--- src/rtl/nvseq_pkg.sv ---
`timescale 1ns/1ps
package nvseq_pkg;

    typedef enum logic [2:0] {
        ST_IDLE,
        ST_GRACE,
        ST_STORE,
        ST_RCL_CLR,
        ST_RCL_LOAD,
        ST_PWR_WAIT
    } seq_state_e;

    typedef struct packed {
        seq_state_e state;
        logic       pu_kind;   // 1: recall belongs to power-up
        logic       auto_en;   // working automatic-store enable
        logic       auto_nv;   // copy held in the nonvolatile array
    } seq_regs_t;

endpackage

--- src/rtl/nvseq_timer.sv ---
`timescale 1ns/1ps
module nvseq_timer #(
    parameter int unsigned CW = 8
) (
    input  logic          clk,
    input  logic          rst_n,
    input  logic          load,
    input  logic [CW-1:0] load_val,
    output logic          done
);
    logic [CW-1:0] cnt_d, cnt_q;

    always_comb begin
        if (load)
            cnt_d = load_val;
        else if (cnt_q != '0)
            cnt_d = cnt_q - 1'b1;
        else
            cnt_d = cnt_q;
    end

    always_ff @(posedge clk or negedge rst_n) begin
        if (!rst_n) cnt_q <= '0;
        else        cnt_q <= cnt_d;
    end

    assign done = (cnt_q == '0);
endmodule

--- src/rtl/nvseq_dirty.sv ---
`timescale 1ns/1ps
module nvseq_dirty (
    input  logic clk,
    input  logic rst_n,
    input  logic wr_req,
    input  logic wr_block,
    input  logic clear,
    output logic dirty
);
    logic dirty_d, dirty_q;

    always_comb begin
        dirty_d = dirty_q;
        if (clear)
            dirty_d = 1'b0;
        else if (wr_req && !wr_block)
            dirty_d = 1'b1;
    end

    always_ff @(posedge clk or negedge rst_n) begin
        if (!rst_n) dirty_q <= 1'b0;
        else        dirty_q <= dirty_d;
    end

    assign dirty = dirty_q;
endmodule

--- src/rtl/nvseq_ctrl.sv ---
`timescale 1ns/1ps
module nvseq_ctrl
    import nvseq_pkg::*;
#(
    parameter int unsigned GRACE_CYC = 7000,
    parameter int unsigned STORE_CYC = 1250000,
    parameter int unsigned SWRCL_CYC = 5000,
    parameter int unsigned PURCL_CYC = 2000000
) (
    input  logic clk,
    input  logic rst_n,
    input  logic pwr_ok,
    input  logic hw_req_n,
    input  logic sw_store,
    input  logic sw_recall,
    input  logic sw_auto_off,
    input  logic sw_auto_on,
    input  logic wr_req,
    output logic acc_inhibit,
    output logic wr_inhibit,
    output logic busy_n,
    output logic store_pulse,
    output logic recall_clear,
    output logic recall_load
);
    localparam int unsigned MAX_A = (GRACE_CYC > STORE_CYC) ? GRACE_CYC : STORE_CYC;
    localparam int unsigned MAX_B = (SWRCL_CYC > PURCL_CYC) ? SWRCL_CYC : PURCL_CYC;
    localparam int unsigned MAX_D = (MAX_A > MAX_B) ? MAX_A : MAX_B;
    localparam int unsigned CW    = (MAX_D < 2) ? 1 : $clog2(MAX_D);

    localparam logic [CW-1:0] GRACE_LD = CW'(GRACE_CYC - 1);
    localparam logic [CW-1:0] STORE_LD = CW'(STORE_CYC - 1);
    localparam logic [CW-1:0] SWRCL_LD = CW'(SWRCL_CYC - 1);
    localparam logic [CW-1:0] PURCL_LD = CW'(PURCL_CYC - 1);

    seq_regs_t     r_d, r_q;
    logic          t_load;
    logic [CW-1:0] t_val;
    logic          t_done;
    logic          dirty;
    logic          dirty_clr;

    nvseq_timer #(.CW(CW)) u_timer (
        .clk      (clk),
        .rst_n    (rst_n),
        .load     (t_load),
        .load_val (t_val),
        .done     (t_done)
    );

    nvseq_dirty u_dirty (
        .clk      (clk),
        .rst_n    (rst_n),
        .wr_req   (wr_req),
        .wr_block (wr_inhibit),
        .clear    (dirty_clr),
        .dirty    (dirty)
    );

    always_comb begin
        r_d          = r_q;
        t_load       = 1'b0;
        t_val        = '0;
        dirty_clr    = 1'b0;
        store_pulse  = 1'b0;
        recall_clear = 1'b0;
        recall_load  = 1'b0;

        acc_inhibit = !pwr_ok ||
                      !(r_q.state == ST_IDLE || r_q.state == ST_GRACE);
        wr_inhibit  = acc_inhibit || !hw_req_n;
        busy_n      = (r_q.state != ST_STORE);

        case (r_q.state)
            ST_IDLE: begin
                if (!pwr_ok) begin
                    if (r_q.auto_en && dirty) begin
                        r_d.state = ST_STORE;
                        t_load    = 1'b1;
                        t_val     = STORE_LD;
                    end else begin
                        r_d.state = ST_PWR_WAIT;
                    end
                end else if (!hw_req_n) begin
                    if (dirty) begin
                        r_d.state = ST_GRACE;
                        t_load    = 1'b1;
                        t_val     = GRACE_LD;
                    end
                end else if (sw_store) begin
                    r_d.state = ST_STORE;
                    t_load    = 1'b1;
                    t_val     = STORE_LD;
                end else if (sw_recall) begin
                    r_d.state   = ST_RCL_CLR;
                    r_d.pu_kind = 1'b0;
                end else if (sw_auto_off) begin
                    r_d.auto_en = 1'b0;
                end else if (sw_auto_on) begin
                    r_d.auto_en = 1'b1;
                end
            end
            ST_GRACE: begin
                if (!pwr_ok) begin
                    if (r_q.auto_en) begin
                        r_d.state = ST_STORE;
                        t_load    = 1'b1;
                        t_val     = STORE_LD;
                    end else begin
                        r_d.state = ST_PWR_WAIT;
                    end
                end else if (t_done) begin
                    r_d.state = ST_STORE;
                    t_load    = 1'b1;
                    t_val     = STORE_LD;
                end
            end
            ST_STORE: begin
                if (t_done) begin
                    store_pulse = 1'b1;
                    dirty_clr   = 1'b1;
                    r_d.auto_nv = r_q.auto_en;
                    r_d.state   = pwr_ok ? ST_IDLE : ST_PWR_WAIT;
                end
            end
            ST_RCL_CLR: begin
                if (!pwr_ok) begin
                    r_d.state = ST_PWR_WAIT;
                end else begin
                    recall_clear = 1'b1;
                    r_d.state    = ST_RCL_LOAD;
                    t_load       = 1'b1;
                    t_val        = r_q.pu_kind ? PURCL_LD : SWRCL_LD;
                end
            end
            ST_RCL_LOAD: begin
                if (!pwr_ok) begin
                    r_d.state = ST_PWR_WAIT;
                end else if (t_done) begin
                    recall_load = 1'b1;
                    dirty_clr   = 1'b1;
                    r_d.state   = ST_IDLE;
                    if (r_q.pu_kind) r_d.auto_en = r_q.auto_nv;
                end
            end
            ST_PWR_WAIT: begin
                if (pwr_ok) begin
                    r_d.state   = ST_RCL_CLR;
                    r_d.pu_kind = 1'b1;
                end
            end
            default: r_d.state = ST_PWR_WAIT;
        endcase
    end

    always_ff @(posedge clk or negedge rst_n) begin
        if (!rst_n) begin
            r_q.state   <= ST_PWR_WAIT;
            r_q.pu_kind <= 1'b1;
            r_q.auto_en <= 1'b1;
            r_q.auto_nv <= 1'b1;
        end else begin
            r_q <= r_d;
        end
    end
endmodule

--- config.mk ---
export PLATFORM = sky130hd
export DESIGN_NAME = nvseq_ctrl
export DESIGN_NICKNAME = d
export VERILOG_FILES = /design/src/rtl/nvseq_pkg.sv /design/src/rtl/nvseq_timer.sv /design/src/rtl/nvseq_dirty.sv /design/src/rtl/nvseq_ctrl.sv
export SDC_FILE = /design/constraint.sdc
export NUM_CORES = 1
export LEC_CHECK = 0
export BUFFER_PORTS_ARGS = -buffer_cell sky130_fd_sc_hd__buf_4
export CORE_ASPECT_RATIO = 1.1
export CORE_MARGIN = 2
export CORE_UTILIZATION = 47
export DETAILED_ROUTE_END_ITERATION = 8
export GPL_TIMING_DRIVEN = 0
export SYNTH_ARGS = -nofsm -noshare
export SYNTH_HDL_FRONTEND = slang
export SYNTH_SLANG_ARGS = --single-unit
export TNS_END_PERCENT = 50
--- constraint.sdc ---
create_clock -name clk -period 2.4 [get_ports clk]
set_clock_uncertainty 0.1 [all_clocks]
set_input_delay 0.48 -clock clk [delete_from_list [all_inputs] [get_ports clk]]
set_output_delay 0.48 -clock clk [all_outputs]
set_load 0.02 [all_outputs]
== After elaboration in Yosys (flattened, before gate mapping) ==
Cells that the tools add are included.
Word-level totals
  bits in registers: 28
  bits of input ports: 9
  output and inout port bits: 6
  word-level logic and storage cells: 105
Cells by class
  add/sub/neg operators: 1
  equal/unequal tests: 21
  mux-type cells: 57
  reduce and logical (&&, ||, !) cells: 20
Operator list (count)
  21-bit two-way mux: 11
  21-bit case mux with 3 select lines: 1
  3-bit two-way mux: 12
  1-bit two-way mux: 22
  21-bit zero test: 1
  21-bit nonzero test: 1
  21-bit by 1-bit subtractor with 21-bit output (second input constant): 1
  2-bit != test (second input constant): 10
  3-bit case mux with 6 select lines: 1
  13-bit two-way mux: 1
  6-bit AND reduction: 2
  3-bit != test (second input constant): 3
  9-bit AND reduction: 1
  4-bit two-way mux: 2
  2-bit nonzero test: 4
  3-bit by 2-bit == test with 1-bit output (second input constant): 2
  3-bit == test (second input constant): 2
  2-bit two-way mux: 3
  1-bit case mux with 2 select lines: 3
  5-bit != test (second input constant): 1
  1-bit zero test: 4
  4-bit by 3-bit != test with 1-bit output (second input constant): 1
  3-bit by 1-bit == test with 1-bit output (second input constant): 1
  3-bit zero test: 1
  5 further kinds: 8

== Logic depth before layout (Yosys ltp) ==
  depth in word-level cells: 9
  gate-level depth with buffers: 8
  depth with buffers taken out: 7

== Modules after synthesis ==
Synthesis repeated with hierarchy kept, for this count alone.
Second synthesis, totals
  cell total of the unflattened synthesis: 225
  area total of the unflattened synthesis: 1978.1 sq um
Modules (own cells, without submodules)
  nvseq_timer: instances 1, cells an instance 125, area an instance 1212.4 sq um, sequential area each 525.5 sq um
  nvseq_ctrl: instances 1, cells an instance 96, area an instance 721.9 sq um, sequential area each 156.4 sq um
  nvseq_dirty: instances 1, cells an instance 4, area an instance 43.8 sq um, sequential area each 25.0 sq um

== Least setup slack after synthesis ==
OpenSTA, ideal clock, no wires.
  kind: reg2out
  start point: reg u_timer.cnt_q[0]
  end point: out store_pulse
  arrival: 1.768 ns
  data required time: 1.820 ns
  path slack: 0.052 ns
  stages on the path, launching flop included: 6
  buffers on the path: 0
  cell sequence: dfrtp_1 -> inv_1 -> ha_1 -> nor3b_2 -> nand3_2 -> nor3_1
On the way
  longest elaborated chain between the ends: 3
RTL lines
  from (decl): line nvseq_timer.sv:11  | logic [CW-1:0] cnt_d, cnt_q;
  from (signal assigned): line nvseq_timer.sv:24  | else cnt_q <= cnt_d;
  21-bit zero test: line nvseq_timer.sv:27  | assign done = (cnt_q == '0);
  1-bit two-way mux: line nvseq_ctrl.sv:119  | if (t_done) begin
  1-bit two-way mux: line nvseq_ctrl.sv:74  | case (r_q.state)
  to (decl): line nvseq_ctrl.sv:22  | output logic store_pulse,
Every way passes these cells.

== Final worst setup path ==
  start point: reg u_timer.cnt_q[0]
  end point: out recall_load
On the way
  longest elaborated chain between the ends: 4
RTL lines
  21-bit zero test: line nvseq_timer.sv:27
  1-bit two-way mux: line nvseq_ctrl.sv:139  | end else if (t_done) begin
  1-bit two-way mux: line nvseq_ctrl.sv:137  | if (!pwr_ok) begin
  1-bit two-way mux: line nvseq_ctrl.sv:74
  to (decl): line nvseq_ctrl.sv:24  | output logic recall_load
Every way passes these cells.

==> out/metrics.csv <==
metric,value,unit
status,completed,
die_height,71.5,um
synth_top_area_cell,dfrtp_1,
p_comb_frac,0.477,
wl_met2,2930,um
clockPowerShare,0.151,
arrival,1810,ps
syn-instance-count,217,
synthArstFlopShare,1.00,
slew_viol_final,0,
syn2layout_area_growth,22.3,%
worstSetupEndpointType,output port,
setup_ws,13.8,ps
power_leakage,0.000975,uW
clock_latency,290,ps
slew_headroom,0.473,
synth.distinct_cells,59,
cts_sinks,28,
synth_seq_cells,28,
n_fill_cell,347,
sequentialPowerShare,0.373,
drc,0,
period_share,0.994,
grt_max_degree,29,
switchingPower,1110,uW
power_density,1080,nW/um2
yosysTopAreaCellShare,0.295,
start_kind,flop,
port-buffer-count,14,
synth_warnings,0,
clockBufferDepth,2,
cellInternalPower,1470,uW
worst_pin_slew,788,ps
reg2reg_depth,9,
drt_iter0_drc,163,
worst-path-max-fanout,5,
ys_seq_area_frac,0.363,
fin_nets,257,
netlist_area,1950,um2
synth-edff-count,0,
wire_per_inst,18.8,um
layout_min_cycle_time,2390,ps
totalWireLength,5610,um
startpoint,u_timer.cnt_q[0],
hp-class,in -> async,
diodes,0,
ir_drop,597,uV
r2r-start,u_timer.cnt_q[1],
grt-ovfl-total,0,
finalSetupViolCount,0,
ios,15,
p_total,2580,uW
cts_tree,built,
ys.flop_type,dfrtp_1,
worstSetupPathType,reg -> out,
drive_gt1_frac,0.276,
syn-mean-instance-area,8.98,um2
die-area,4680,um2
dr.pass1.iters,5,
fmax,419,MHz
yosys-top-cells-area,"dfrtp_1, dfstp_2, nor2_1",
regToRegSetupSlack,20,ps
place_ws,-189,ps
vias_per_cell,6.38,
routabilityCongestion,0.932,
gr-usage-all-layers,0.246,
htreeDepth,1,
row_count,24,
core-area,3960,um2
r2r_end,r_q[5],
crit_required,1820,ps
wl_met3,259,um
maxCapViolCount,0,
syn_nets,227,
numCtsBuffers,3,
start_util,0.492,
clkSlewWorstSetupHoldPaths,110,ps
rsz0062_at_grt,yes,
clockRootBuffer,clkbuf_8,
dp_hpwl,3720,um
highest_layer,met4,
antenna_left,0,
wl_met1,2290,um
hold_viol_final,0,
die_width,65.4,um
antenna_found_initial,0,
grt_pass1_vias,1867,
p_sw_frac,0.431,
grt_pass1_wl,9140,um
via_count,1900,
final cells by class:
type	count	area [um2]	area share
Multi-Input combinational cell	172	1250	0.527
Clock buffer	3	41.3	0.0173
Tap cell	52	65.1	0.0273
Timing Repair Buffer	26	203	0.0850
Inverter	8	30.0	0.0126
Buffer	8	51.3	0.0215
Clock inverter	1	30.0	0.0126
Sequential cell	28	708	0.297
worst max-delay path, stage by stage, from the launching register on:
cell,delay [ps]
dfrtp_2,470
inv_2,60
ha_2,170
nor3b_4,250
nand3_4,150
nor3_4,260
buf_6,150
worst max-delay path by stage:
stage	to	slack, ps	depth (start not counted)
2_1_floorplan	store_pulse	50	5
3_3_place_gp	store_pulse	-190	6
3_5_place_dp	store_pulse	-190	6
4_1_cts	u_timer.cnt_q[12]	10	6
5_1_grt	recall_load	-40	5
6_report	recall_load	10	6
synth_stat cells, drive strengths merged (2+ instances only):
master  count
a211oi      2
a21o        3
a21oi      12
a221oi      3
a31oi       5
and2        2
and3        3
and4        2
buf         4
clkbuf      5
dfrtp      23
dfstp       5
inv         8
mux2        3
nand2      17
nand2b      4
nand3       7
nand3b      2
nand4       2
nor2       24
nor2b       2
nor3        9
nor3b       2
nor4        7
o211ai      2
o21a        3
o21ai       9
o221ai      4
o31a        5
o31ai       5
o32ai       2
or2         3
or3         4
or4         3
xnor2       9
xor2        4
state kept, by name (all words and copies together) (netlist names):
register       cells
r_q                6
u_dirty.dirty      1
u_timer.cnt_q     21
routing by layer:
layer	global-route usage	vias up
li1	-	872
met1	0.318	939
met2	0.423	74
met3	0.0267	15
met4	0.0903	0
met5	0	-
cells by family after synthesis:
group,Yosys count,share of synthesized area
AOI/OAI and AO/OA,61,0.229
DFF,28,0.363
and+or+nand+nor,94,0.284
buffers and inverters,17,0.0417
muxes,3,0.0173
adders and majority gates,1,0.00642
xor gates and xnor gates,13,0.0584
placed cells by master, fill, tap and decap left out, types with 3 or more instances in the layout:
cell type  count
buf_4         24
nor2_1        23
dfrtp_1       22
nand2_1       17
a21oi_1       12
xnor2_1        9
inv_1          6
nand3_1        6
o21ai_1        6
nor3_1         5
o31a_1         5
a31oi_1        5
dfstp_2        5
buf_6          4
o221ai_1       4
xor2_1         4
o31ai_1        4
nor4_4         3
clkbuf_1       3
nor3_4         3
or3_1          3
o21a_1         3
a21o_1         3
or4_1          3
nor4_1         3
o21ai_0        3
clkbuf_8       3
metrics by stage:
stage                     TNS (ps)  hold slack, ps  instances  area (um2)   util
after global routing          -181            24.9        298        2380  0.601
after detailed placement      -735             327        283        2120  0.535
final                            0            3.62        298        2380  0.601
after floorplan                  0            84.4        217        1950      -
after CTS                        0            18.9        295        2300  0.580
after global placement        -568             315        283        2120  0.535
power by group through the flow:
stage	Sequential [uW]	Combinational [uW]	Clock, uW
3_5_place_dp	912	1110	0
4_1_cts	929	1140	387
2_1_floorplan	853	872	0
6_report	964	1230	389
5_1_grt	985	1370	406
3_3_place_gp	894	1080	0
timing repair:
action / CTS / global route
setup buffers: 9 / 3
endpoints found under the setup margin: 9 / 23
resized for setup: 9 / 14
hold buffers: 0 / 0
cloned: 0 / 0
pin swaps: 3 / 10
Note: power is estimated with default switching activity, not from simulation.
